File: config.mk
export PLATFORM = sky130hd
export DESIGN_NAME = resp_validator
export DESIGN_NICKNAME = d
export VERILOG_FILES = /design/src/rtl/rv_pkg.sv /design/src/rtl/rv_tick_timer.sv /design/src/rtl/rv_word_check.sv /design/src/rtl/rv_word_counter.sv /design/src/rtl/resp_validator.sv
export SDC_FILE = /design/constraint.sdc
export NUM_CORES = 1
export LEC_CHECK = 0
export ABC_CLOCK_PERIOD_IN_PS = 2200
export BUFFER_PORTS_ARGS = -buffer_cell sky130_fd_sc_hd__buf_4
export CORE_MARGIN = 5
export CORE_UTILIZATION = 53
export CTS_CLUSTER_DIAMETER = 40
export CTS_CLUSTER_SIZE = 10
export DETAILED_ROUTE_END_ITERATION = 10
export GPL_TIMING_DRIVEN = 0
export PLACE_DENSITY = 0.78
export SLEW_MARGIN = 15
export SYNTH_ARGS = -nofsm -noshare
export SYNTH_HDL_FRONTEND = slang
export SYNTH_SLANG_ARGS = --single-unit
File: constraint.sdc
create_clock -name clk_i -period 2.2 [get_ports clk_i]
set_clock_uncertainty 0.1 [all_clocks]
set_input_delay 0 -clock clk_i [delete_from_list [all_inputs] [get_ports clk_i]]
set_output_delay 0 -clock clk_i [all_outputs]
set_load 0.005 [all_outputs]
File: src/rtl/rv_pkg.sv
package rv_pkg;
  typedef enum logic [1:0] {PH_IDLE, PH_STATUS, PH_DATA, PH_TAIL} phase_e;
  localparam int ERR_W      = 7;
  localparam int ERR_TMO    = 0;
  localparam int ERR_SYNC   = 1;
  localparam int ERR_MANCH  = 2;
  localparam int ERR_PARITY = 3;
  localparam int ERR_BITCNT = 4;
  localparam int ERR_ADDR   = 5;
  localparam int ERR_COUNT  = 6;
endpackage

File: src/rtl/rv_tick_timer.sv
module rv_tick_timer #(
  parameter int TIMEOUT_LIM = 20,
  parameter int GAP_TICKS   = 3,
  localparam int MAXV       = (TIMEOUT_LIM > GAP_TICKS) ? TIMEOUT_LIM : GAP_TICKS,
  localparam int TW         = $clog2(MAXV + 1)
) (
  input  logic clk_i,
  input  logic rst_ni,
  input  logic clear_i,
  input  logic tick_i,
  output logic timeout_hit_o,
  output logic gap_hit_o
);
  logic [TW-1:0] cnt_q;

  always_ff @(posedge clk_i or negedge rst_ni) begin
    if (!rst_ni)                             cnt_q <= '0;
    else if (clear_i)                        cnt_q <= '0;
    else if (tick_i && cnt_q != TW'(MAXV))   cnt_q <= cnt_q + 1'b1;
  end

  assign timeout_hit_o = tick_i && (cnt_q == TW'(TIMEOUT_LIM - 1));
  assign gap_hit_o     = tick_i && (cnt_q == TW'(GAP_TICKS - 1));
endmodule

File: src/rtl/rv_word_check.sv
module rv_word_check
  import rv_pkg::*;
#(
  parameter int ADDR_W = 5
) (
  input  logic              is_status_i,
  input  logic              sync_cmd_i,
  input  logic              manch_err_i,
  input  logic              parity_err_i,
  input  logic              bitcnt_err_i,
  input  logic [15:0]       word_i,
  input  logic [ADDR_W-1:0] exp_addr_i,
  output logic [ERR_W-1:0]  err_o
);
  always_comb begin
    err_o             = '0;
    err_o[ERR_SYNC]   = is_status_i ? !sync_cmd_i : sync_cmd_i;
    err_o[ERR_MANCH]  = manch_err_i;
    err_o[ERR_PARITY] = parity_err_i;
    err_o[ERR_BITCNT] = bitcnt_err_i;
    // address field sits in the top bits of the status word
    err_o[ERR_ADDR]   = is_status_i && (word_i[15 -: ADDR_W] != exp_addr_i);
  end
endmodule

File: src/rtl/rv_word_counter.sv
module rv_word_counter #(
  parameter int CNT_W = 6
) (
  input  logic             clk_i,
  input  logic             rst_ni,
  input  logic             clear_i,
  input  logic             inc_i,
  input  logic [CNT_W-1:0] target_i,
  output logic             last_o
);
  logic [CNT_W-1:0] cnt_q;

  always_ff @(posedge clk_i or negedge rst_ni) begin
    if (!rst_ni)      cnt_q <= '0;
    else if (clear_i) cnt_q <= '0;
    else if (inc_i)   cnt_q <= cnt_q + 1'b1;
  end

  assign last_o = (cnt_q + 1'b1) == target_i;
endmodule

File: src/rtl/resp_validator.sv
module resp_validator
  import rv_pkg::*;
#(
  parameter int TICKS_PER_US = 1,
  parameter int TIMEOUT_US   = 20,
  parameter int GAP_TICKS    = 3,
  parameter int MAX_WORDS    = 32,
  parameter int ADDR_W       = 5,
  localparam int CNT_W       = $clog2(MAX_WORDS + 1),
  localparam int TIMEOUT_LIM = TICKS_PER_US * TIMEOUT_US
) (
  input  logic              clk_i,
  input  logic              rst_ni,
  input  logic              tick_i,
  input  logic              start_i,
  input  logic [ADDR_W-1:0] exp_addr_i,
  input  logic [CNT_W-1:0]  exp_count_i,
  input  logic              wvalid_i,
  input  logic              sync_cmd_i,
  input  logic              manch_err_i,
  input  logic              parity_err_i,
  input  logic              bitcnt_err_i,
  input  logic [15:0]       word_i,
  output logic              busy_o,
  output logic              done_o,
  output logic [ERR_W-1:0]  err_o
);
  phase_e             phase_q, phase_d;
  logic [ADDR_W-1:0]  addr_q;
  logic [CNT_W-1:0]   count_q;
  logic [ERR_W-1:0]   err_q, err_d, word_err;
  logic               done_q, done_d;
  logic               accept_start, word_ok, word_seen;
  logic               tmo_hit, gap_hit, last_word;

  assign accept_start = start_i && (phase_q == PH_IDLE);
  assign word_seen    = wvalid_i && (phase_q != PH_IDLE);
  assign word_ok      = word_seen && (word_err == '0);

  rv_word_check #(.ADDR_W(ADDR_W)) u_check (
    .is_status_i (phase_q == PH_STATUS),
    .sync_cmd_i  (sync_cmd_i),
    .manch_err_i (manch_err_i),
    .parity_err_i(parity_err_i),
    .bitcnt_err_i(bitcnt_err_i),
    .word_i      (word_i),
    .exp_addr_i  (addr_q),
    .err_o       (word_err)
  );

  rv_tick_timer #(.TIMEOUT_LIM(TIMEOUT_LIM), .GAP_TICKS(GAP_TICKS)) u_timer (
    .clk_i        (clk_i),
    .rst_ni       (rst_ni),
    .clear_i      (accept_start || word_seen),
    .tick_i       (tick_i),
    .timeout_hit_o(tmo_hit),
    .gap_hit_o    (gap_hit)
  );

  rv_word_counter #(.CNT_W(CNT_W)) u_count (
    .clk_i   (clk_i),
    .rst_ni  (rst_ni),
    .clear_i (accept_start),
    .inc_i   (word_ok && (phase_q == PH_DATA)),
    .target_i(count_q),
    .last_o  (last_word)
  );

  always_comb begin
    phase_d = phase_q;
    err_d   = err_q;
    done_d  = 1'b0;
    unique case (phase_q)
      PH_IDLE: if (start_i) begin
        phase_d = PH_STATUS;
        err_d   = '0;
      end
      PH_STATUS: begin
        if (wvalid_i) begin
          if (word_err != '0) begin
            err_d = word_err; done_d = 1'b1; phase_d = PH_IDLE;
          end else begin
            phase_d = (count_q == '0) ? PH_TAIL : PH_DATA;
          end
        end else if (tmo_hit) begin
          err_d[ERR_TMO] = 1'b1; done_d = 1'b1; phase_d = PH_IDLE;
        end
      end
      PH_DATA: begin
        if (wvalid_i) begin
          if (word_err != '0) begin
            err_d = word_err; done_d = 1'b1; phase_d = PH_IDLE;
          end else if (last_word) begin
            phase_d = PH_TAIL;
          end
        end else if (gap_hit) begin
          err_d[ERR_COUNT] = 1'b1; done_d = 1'b1; phase_d = PH_IDLE;
        end
      end
      PH_TAIL: begin
        if (wvalid_i) begin
          err_d = word_err;
          err_d[ERR_COUNT] = 1'b1;
          done_d = 1'b1; phase_d = PH_IDLE;
        end else if (gap_hit) begin
          done_d = 1'b1; phase_d = PH_IDLE;
        end
      end
      default: phase_d = PH_IDLE;
    endcase
  end

  always_ff @(posedge clk_i or negedge rst_ni) begin
    if (!rst_ni) begin
      phase_q <= PH_IDLE;
      err_q   <= '0;
      done_q  <= 1'b0;
      addr_q  <= '0;
      count_q <= '0;
    end else begin
      phase_q <= phase_d;
      err_q   <= err_d;
      done_q  <= done_d;
      if (accept_start) begin
        addr_q  <= exp_addr_i;
        count_q <= exp_count_i;
      end
    end
  end

  assign busy_o = (phase_q != PH_IDLE);
  assign done_o = done_q;
  assign err_o  = err_q;
endmodule

After elaboration in Yosys (flattened, before gate mapping)
Cells that the tools add are included.
{ "op_classes": {"n_lt_le_gt_ge": 0, "n_addsub": 2, "n_div": 0, "shift": 0, "n_reduce_logical": 21, "bitwise": 0, "muxes": 33, "eq_ne": 15, "n_mul": 0} }
{ "ops": {"columns": ["op", "count"], "rows": [
  ["7-bit case mux with 4 select lines", 1],
  ["6-bit two-way mux", 4],
  ["7-bit two-way mux", 3],
  ["2-bit two-way mux", 9],
  ["1-bit two-way mux", 12],
  ["4-bit AND reduction", 3],
  ["5-bit two-way mux", 2],
  ["1-bit logical AND", 8],
  ["2-bit != test, second input constant", 4],
  ["2-bit case mux with 4 select lines", 1],
  ["7-bit logical NOT", 1],
  ["7-bit nonzero test", 1],
  ["6-bit by 1-bit adder with 6-bit output, second input constant", 1],
  ["6-bit == test", 1],
  ["6-bit logical NOT", 1],
  ["3-bit != test, second input constant", 2],
  ["2-bit nonzero test", 3],
  ["5-bit by 1-bit adder with 5-bit output, second input constant", 1],
  ["5-bit by 2-bit == test with 1-bit output, second input constant", 1],
  ["5-bit == test, second input constant", 1],
  ["5-bit != test", 1],
  ["5-bit != test, second input constant", 1],
  ["2-bit == test, second input constant", 2],
  ["4-bit by 3-bit != test with 1-bit output, second input constant", 1],
  ["6 further kinds", 6]
]} }
{ "totals": {"latchBits": 0, "elab_cells": 80, "mem_bits_rw": 0, "n_memories": 0, "romBits": 0, "reg_bits": 32, "output_inout_bits": 9, "input_bits": 36} }

Depth between registers and ports, before layout
Gate-level depths: netlist of the first run.
{ "depth": {"ltp_word": 7, "ltp_mapped": 7, "depth_no_buf": 6} }

Cells and area by module
A second synthesis of the first run with hierarchy kept.
{ "hier_totals": {"cells_unflattened": 212, "hier_area_um2": 1919.3} }
{ "by_module_without_submodules": {"columns": ["mod", "n_inst", "seq_area_each_um2", "area_per_inst_um2", "cells_per_inst"], "rows": [
  ["resp_validator", 1, 525.5, 1063.5, 121],
  ["rv_word_counter", 1, 150.1, 421.7, 44],
  ["rv_tick_timer", 1, 125.1, 326.6, 33],
  ["rv_word_check", 1, 0.0, 107.6, 14]
]} }

Worst setup path before layout of the first run
No wires, ideal clock.
{ "synth_timing": {"kind": "register -> register", "from": "register phase_q[0]", "to": "register u_count.cnt_q[3]", "setup_ps": 92, "slack_ps": 523, "required_time_ps": 2008, "n_path_buf": 2, "t_arrival_ps": 1485, "period_less_slack_ps": 1677, "path_stages_with_launch": 6, "path_cell_list": "dfrtp_1 -> buf_2 -> or3b_1 -> or2_1 -> buf_6 -> o31ai_2"} }
{ "synth_between": {"elab_chain_cells": 6, "elab_cells_between_ends": 13, "classes_between": "2 x eq/ne; 2 x mux; 9 x reduce/logical"} }
{ "synth_lines": {"columns": ["element", "line", "rtl"], "rows": [
  ["start: declaration", "resp_validator.sv:28", "phase_e phase_q, phase_d;"],
  ["start signal: assignment", "resp_validator.sv:121", "phase_q <= phase_d;"],
  ["2-bit by 1-bit == test with 1-bit output", "resp_validator.sv:41", ".is_status_i (phase_q == PH_STATUS),"],
  ["1-bit two-way mux / 1-bit logical AND (equally long branches)", "rv_word_check.sv:17, rv_word_check.sv:22", null],
  ["7-bit logical NOT", "resp_validator.sv:38", "assign word_ok = word_seen && (word_err == '0);"],
  ["1-bit logical AND", "resp_validator.sv:38", null],
  ["1-bit logical AND", "resp_validator.sv:64", ".inc_i (word_ok && (phase_q == PH_DATA)),"],
  ["2-bit nonzero test (no line)", null, null],
  ["end signal: assignment", "rv_word_counter.sv:16", "else if (inc_i) cnt_q <= cnt_q + 1'b1;"],
  ["end: declaration", "rv_word_counter.sv:11", "logic [CNT_W-1:0] cnt_q;"]
]} }
Parallel ways exist; a longest one is shown, timed or not.
A chain may end at the register's enable or synchronous reset.

Worst setup path after layout of the first run
{ "layout_timing": {"from": "register count_q[2]", "to": "register phase_q[0]"} }
{ "layout_between": {"elab_chain_cells": 5, "elab_cells_between_ends": 8, "classes_between": "2 x eq/ne; 4 x mux; 2 x reduce/logical"} }
{ "layout_lines": {"columns": ["element", "line", "rtl"], "rows": [
  ["start: declaration", "resp_validator.sv:30", "logic [CNT_W-1:0] count_q;"],
  ["start signal: assignment", "resp_validator.sv:126", "count_q <= exp_count_i;"],
  ["6-bit logical NOT", "resp_validator.sv:83", "phase_d = (count_q == '0) ? PH_TAIL : PH_DATA;"],
  ["1-bit two-way mux", "resp_validator.sv:83", null],
  ["2-bit two-way mux", "resp_validator.sv:80", "if (word_err != '0) begin"],
  ["2-bit two-way mux", "resp_validator.sv:79", "if (wvalid_i) begin"],
  ["2-bit case mux with 4 select lines", "resp_validator.sv:73", "unique case (phase_q)"]
]} }
Parallel ways exist; a longest one is shown, timed or not.

==> reports/metrics.cfg, run 1 <==
[clock_tree]
insertion_delay_ns = 0.33
cts_tree = yes
cts-root-buf = clkbuf_4
cts_buffers = 5
clk_pin_slew_worst_paths_ns = 0.09
cts.repair.resized = 0
post-cts-setup-buffer-count = 0
cts_buffer_depth = 2
cts-htree-levels = 2
clock_sinks = 32
cts_hold_buf = 20

[detailed_routing]
drc = 0
postRouteAntennaNets = 0
totalWireLength_mm = 4.07
dr.pass1.iters = 4
viasPerCell = 5.21
drtIter0Drc = 94
wl_per_cell_um = 13.2
vias = 1606

[worst_setup_path]
crit_path_start_kind = flop
required_ns = 2.36
end_kind = flop
worstPathArrival_ns = 2.07
worstSetupPathType = reg -> reg
crit_fanout = 6

[final_layout]
fillCellCount = 276
final_util_pct = 71.4
area_delta_synth_final_pct = 30.5
nets = 301
diodes = 0
final_layout_size_suffix_gt1_share_pct = 19.5

[timing]
fin_crit_sh_pct = 86.7
worstMarginPinSlew_ns = 0.454
grt_setup_unrepaired = false
tns_ns = 0
setup_viol = 0
slew_headroom_pct = 69.5
final_max_slew_viol_count = 0
hold_viol_final = 0
finalCriticalPeriod_ns = 1.91
max_freq_ghz = 0.524

[floorplan]
coreArea_sq_mm = 0.00334
die_w_um = 68.7
io_pins = 45
std_cell_rows = 21
start_util_pct = 54.7
dieArea_sq_mm = 0.00472
die-height_um = 68.7

[place]
port_buffers = 32
gp_congestion = 0.867
dp_hpwl_mm = 2.86

[synth]
async_reset_ff_share_pct = 100
avgSynthCellArea_sq_um = 9.04
synth_cell_types = 45
yosysSeqAreaShare_pct = 43.9
yosysWarnings = 0
syn_inst = 202
syn-num-nets = 242
netlist_area_sq_mm = 0.00183
synth_ff_type = dfrtp_1
yosys_register_bits = 32
synth_edf_count = 0

[power_and_ir_drop]
p_total_mw = 1.44
p_leak_nw = 1.14
powerDensity_mw_per_mm2 = 603
ir_drop_mv = 0.426

[run]
maxCapViolCount = 0

[grt]
antenna_found_initial = 0
grt_pass1_wl_mm = 6.75
overflow = 0
grt_max_degree = 33
grt_pass1_vias = 1541
track_usage_pct = 19.6

[min_path]
hp-class = in -> async

[status]
status = finished, final reports clean

==> synth_stat cells (4+ instances only) <==
master | count | area (sq um)
nand2_1 | 46 | 173
nor3_1 | 4 | 20.0
o21ai_1 | 6 | 30.0
ha_1 | 4 | 50.1
and2_1 | 4 | 25.0
dfrtp_1 | 32 | 801
nand3_1 | 7 | 35.0
inv_1 | 9 | 33.8
xor2_1 | 12 | 105
xnor2_1 | 5 | 43.8
nor2_1 | 13 | 48.8
o21ai_0 | 4 | 20.0
a22o_1 | 4 | 35.0
==> worst max-delay path, cell delays in order, from the launching register on <==
cell     delay, ns
dfrtp_1       0.45
or4_1         0.53
nor4_1        0.26
a21oi_1       0.07
o311a_1       0.30
a21oi_1       0.12
==> per-stage QoR <==
step           worst slack [ns]  cell area (sq um)  hold slack, ns  cells
6_report                  0.292               2380          0.0380    308
5_1_grt                   0.214               2380          0.0674    308
4_1_cts                   0.282               2380          0.0308    308
3_5_place_dp              0.311               2120          -0.138    280
3_3_place_gp              0.328               2120          -0.138    280
2_1_floorplan             0.523               1830          -0.396    202
==> cells by family (layout without fill, tap and decap cells) <==
group / count (synthesis) / after routing / share of synthesized area (%)
compound gates: 38 / 38 / 15.5
xor+xnor: 17 / 17 / 8.16
fa+ha+maj: 4 / 4 / 2.74
buf+inv: 15 / 75 / 3.77
flops: 32 / 32 / 43.9
mux: 4 / 4 / 2.26
simple gates: 92 / 92 / 23.7
==> power breakdown <==
part           total (mW)  internal [mW]  switching (mW)
Sequential          0.719          0.659          0.0598
Combinational       0.375          0.185           0.190
Clock               0.343          0.157           0.186
==> state kept, by name, indices dropped and copies added, names as in the netlist <==
name           cells
phase_q            2
u_timer.cnt_q      5
count_q            6
err_o              7
u_count.cnt_q      6
addr_q             5
done_o             1
==> layout make-up <==
type / count / area [sq um] / share of cell area, %
well taps: 46 / 57.6 / 2.42
repair buffers: 52 / 440 / 18.5
multi-input cells: 155 / 956 / 40.1
inverters: 9 / 33.8 / 1.42
flip-flops and latches: 32 / 801 / 33.6
clock buffers: 8 / 58.8 / 2.47
plain buffers: 6 / 35.0 / 1.47
==> layout by cell type, fill, tap and decap left out, types with 2 or more instances in the layout <==
| cell | instances |
|---|---|
| xnor2_1 | 5 |
| mux2i_1 | 3 |
| nor2_2 | 3 |
| o221ai_1 | 2 |
| a22o_1 | 4 |
| dfrtp_1 | 32 |
| and2_1 | 4 |
| or2_1 | 2 |
| nand4_1 | 3 |
| a31oi_1 | 3 |
| buf_4 | 33 |
| clkbuf_1 | 5 |
| ha_1 | 4 |
| nor3_1 | 4 |
| nor2b_1 | 3 |
| inv_1 | 9 |
| nor2_1 | 13 |
| nand2_1 | 46 |
| o21ai_0 | 4 |
| clkbuf_4 | 5 |
| o31ai_2 | 2 |
| a21o_1 | 2 |
| a21oi_1 | 3 |
| xor2_1 | 12 |
| o2111ai_1 | 3 |
| nand3_1 | 7 |
| dlygate4sd3_1 | 20 |
| o21ai_1 | 6 |
==> layer usage <==
metal  global-route usage (%)  routed length (um)  part of all wire, %  vias up
met5                        0                   0                    0        -
met4                     10.2                  93                  2.3        0
met3                     3.40                 166                  4.1        7
met2                     30.6                1870                   46       33
met1                     26.0                1950                   48      746
li1                         -                   -                    -      820
==> path summary, 6_finish.rpt <==
check	slack (ns)	endpoint	cells after the start	startpoint
worst max register to register	0.29	phase_q[0]	5	count_q[2]
min in group clk_i	0.16	err_o[5]	5	word_i[14]
worst min register to register	0.41	addr_q[1]	2	addr_q[1]
worst min-delay path	0.04	addr_q[1]	2	rst_ni
worst max-delay path	0.29	phase_q[0]	5	count_q[2]
max in group asynchronous	1.68	count_q[4]	2	rst_ni
(Power assumes the default switching activity.)
==> run 2: changes to the inputs <==
--- a/config.mk
+++ b/config.mk
@@ -5,6 +5,7 @@
 export SDC_FILE = /design/constraint.sdc
 export NUM_CORES = 1
 export LEC_CHECK = 0
+export ABC_AREA = 1
 export ABC_CLOCK_PERIOD_IN_PS = 2200
 export BUFFER_PORTS_ARGS = -buffer_cell sky130_fd_sc_hd__buf_4
 export CORE_MARGIN = 5
==> run 2 against run 1 <==
Global-route usage is 0.28 points higher. Critical path depth grew 2. Sequential cell count did not move.
==> reports/metrics.cfg, run 2 <==
[final_layout]
layout_common_cells = nand2_1, inv_1, buf_4
final_util_pct = 72.2  ; +0.84 points
multi_input_area_sq_um = 940  ; -1.7%
area_delta_synth_final_pct = 29.9
regArea_sq_um = 801  ; unchanged
fillCellCount = 299  ; +8.3%
largest_reg_flops = 7  ; unchanged
final_layout_size_suffix_gt1_share_pct = 17.7  ; -1.7 points
final_common_cell = nand2_1
nets = 366  ; +22%

[synth]
yosys_register_bits = 32  ; unchanged
synth_common_cells = nand2_1, inv_1, dfrtp_1
synthTopCellsByArea = dfrtp_1, nand2_1, inv_1, nand3_1, o21ai_0
yosysWarnings = 0  ; unchanged
synth_top_area_share_pct = 42.2  ; -1.7 points
synth_most_common_cell = nand2_1
yosysSeqAreaShare_pct = 42.2  ; -1.7 points
avgSynthCellArea_sq_um = 7.09  ; -22%
synth_cell_types = 27  ; -40%
syn-num-nets = 308  ; +27%
synth_top_area_cell = dfrtp_1
async_reset_ff_share_pct = 100  ; unchanged
synth_edf_count = 0  ; unchanged
syn_inst = 268  ; +33%
synth_ff_type = dfrtp_1
netlist_area_sq_mm = 0.00190  ; +4.0%

[power_and_ir_drop]
powerDensity_mw_per_mm2 = 903  ; +50%
p_leak_nw = 1.31  ; +15%
p_clk_share_pct = 20.1  ; -3.8 points
switching_share_pct = 39.3  ; +9.0 points
ir_drop_mv = 0.504  ; +18%
p_sw_mw = 0.876  ; +100%
seqPwrFrac_pct = 40.7  ; -9.3 points
p_total_mw = 2.23  ; +55%
p_int_mw = 1.35  ; +35%
p_comb_share_pct = 39.2  ; +13 points

[timing]
tns_ns = 0  ; unchanged
fin_crit_sh_pct = 89.1  ; +2.3 points
grt_setup_unrepaired = false
holdWs_ns = 0.0108  ; -0.0273 ns
hold_viol_final = 0  ; unchanged
worstMarginPinSlew_ns = 0.472  ; +0.0180 ns
slew_headroom_pct = 68.6  ; -0.97 points
setup_viol = 0  ; unchanged
final_max_slew_viol_count = 0  ; unchanged
max_freq_ghz = 0.510  ; -2.6%
finalCriticalPeriod_ns = 1.96  ; +0.0512 ns

[clock_tree]
cts_buffers = 5  ; unchanged
cts_buffer_depth = 2  ; unchanged
clk_pin_slew_worst_paths_ns = 0.11  ; +0.02 ns
cts_tree = yes
clock_sinks = 32  ; unchanged
cts-root-buf = clkbuf_4
cts-htree-levels = 2  ; unchanged
insertion_delay_ns = 0.35  ; +0.02 ns
cts.repair.resized = 0  ; unchanged

[worst_setup_path]
crit_slowest_cell = dfrtp_1
worstPathCellList = nor2_4, inv_1, nor2_1, buf_2, clkinv_1, nand3_1, o21ai_2
crit_path_start_kind = flop
worstSetupPathType = reg -> reg
max_stage_delay_ns = 0.49  ; -0.04 ns
worstPathArrival_ns = 2.10  ; +0.03 ns
crit_fanout = 10  ; +4
end_kind = flop
required_ns = 2.34  ; -0.02 ns

[detailed_routing]
drc = 0  ; unchanged
drtIter0Drc = 149  ; +59%
postRouteAntennaNets = 0  ; unchanged
viasPerCell = 4.99  ; -4.3%
totalWireLength_mm = 4.53  ; +11%
dr.pass1.iters = 5  ; +1
wl_per_cell_um = 12.1  ; -8.3%
vias = 1866  ; +16%

[place]
gp_congestion = 0.883  ; +1.8%
port_buffers = 33  ; +3.1%
dp_hpwl_mm = 3.15  ; +10%

[floorplan]
die_w_um = 69.9  ; +1.7%
dieArea_sq_mm = 0.00488  ; +3.5%
coreArea_sq_mm = 0.00342  ; +2.4%
die-height_um = 69.9  ; +1.7%
start_util_pct = 55.6  ; +0.90 points
io_pins = 45  ; unchanged
std_cell_rows = 21  ; unchanged

[run]
maxCapViolCount = 0  ; unchanged

[grt]
grt_pass1_wl_mm = 7.76  ; +15%
overflow = 0  ; unchanged
antenna_found_initial = 0  ; unchanged
grt_pass1_vias = 1754  ; +14%
grt_max_degree = 33  ; unchanged
track_usage_pct = 19.9  ; +0.28 points

[min_path]
hp-class = in -> async

[status]
status = finished, final reports clean

-- run 2: cell types whose count changed after synthesis, sizes merged, moves of 4 or more --
cell	previous run	this run
nand2	46	104
nand3	7	23
a22o	4	0
o21ai	10	19
nand4	3	9
xor2	12	1
inv	9	36
-- run 2: cells by family (layout without fill, tap and decap cells) --
logic type                 after synthesis  after routing  share of synthesized area, %
other                                    0              1                             0
xor gates and xnor gates                 4              4                          1.84
adders and majority gates                4              4                          2.64
and+or+nand+nor                        159            159                          35.9
buffers and inverters                   40             99                          8.37
DFF                                     32             32                          42.2
AOI/OAI and AO/OA                       29             29                          9.09
-- run 2: power by group through the flow --
stage / combinational, mW / clock, mW / sequential (mW)
after global routing: 0.987 / 0.486 / 0.926
after global placement: 0.836 / 0 / 0.909
after floorplan: 0.556 / 0 / 0.894
final: 0.874 / 0.448 / 0.907
after CTS: 0.873 / 0.461 / 0.903
after detailed placement: 0.844 / 0 / 0.915
-- run 2: path summary, 6_finish.rpt --
check / start / to / slack (ns) / cells past startpoint
worst max-delay path: phase_q[0] / u_count.cnt_q[2] / 0.24 / 7
worst min-delay path: rst_ni / count_q[5] / 0.01 / 2
worst max register to register: phase_q[0] / u_count.cnt_q[2] / 0.24 / 7
worst min register to register: addr_q[3] / addr_q[3] / 0.41 / 2
max in group asynchronous: rst_ni / err_o[3] / 1.69 / 2
min in group clk_i: start_i / err_o[6] / 0.06 / 6
-- run 2: area by class of cell --
| type | instances | share of cell area, % |
|---|---|---|
| Antenna cell | 1 | 0.101 |
| Buffer | 3 | 0.811 |
| Clock buffer | 5 | 1.52 |
| Clock inverter | 3 | 1.72 |
| Inverter | 37 | 5.63 |
| Multi-Input combinational cell | 196 | 38.1 |
| Sequential cell | 32 | 32.5 |
| Tap cell | 46 | 2.33 |
| Timing Repair Buffer | 51 | 17.3 |
-- run 2: worst max-delay path, delay by kind of cell (launching register included) --
kind | cells | cell delay (ns)
buf+inv | 3 | 0.65
simple gates | 3 | 0.54
flops | 1 | 0.49
compound gates | 1 | 0.06
-- run 2: through the flow --
step,instances,setup slack (ns),area (sq um)
global route,373,0.105,2460
global placement,347,0.286,2200
finish,374,0.240,2470
CTS,373,0.232,2460
detailed placement,347,0.255,2200
floorplan,268,0.603,1900
-- run 2: routing by layer --
metal / track usage (%) / vias to the layer above / routed length [um]
li1: - / 976 / -
met1: 26.7 / 822 / 2070
met2: 30.0 / 54 / 2110
met3: 4.16 / 14 / 226
met4: 10.6 / 0 / 129
met5: 0 / - / 0
-- run 2: timing repair --
action | in CTS | in global routing
endpoints found under the hold margin | 57 | 0
hold buffers | 18 | 0
setup endpoints to repair | 0 | 0
buffers inserted | 0 | 0
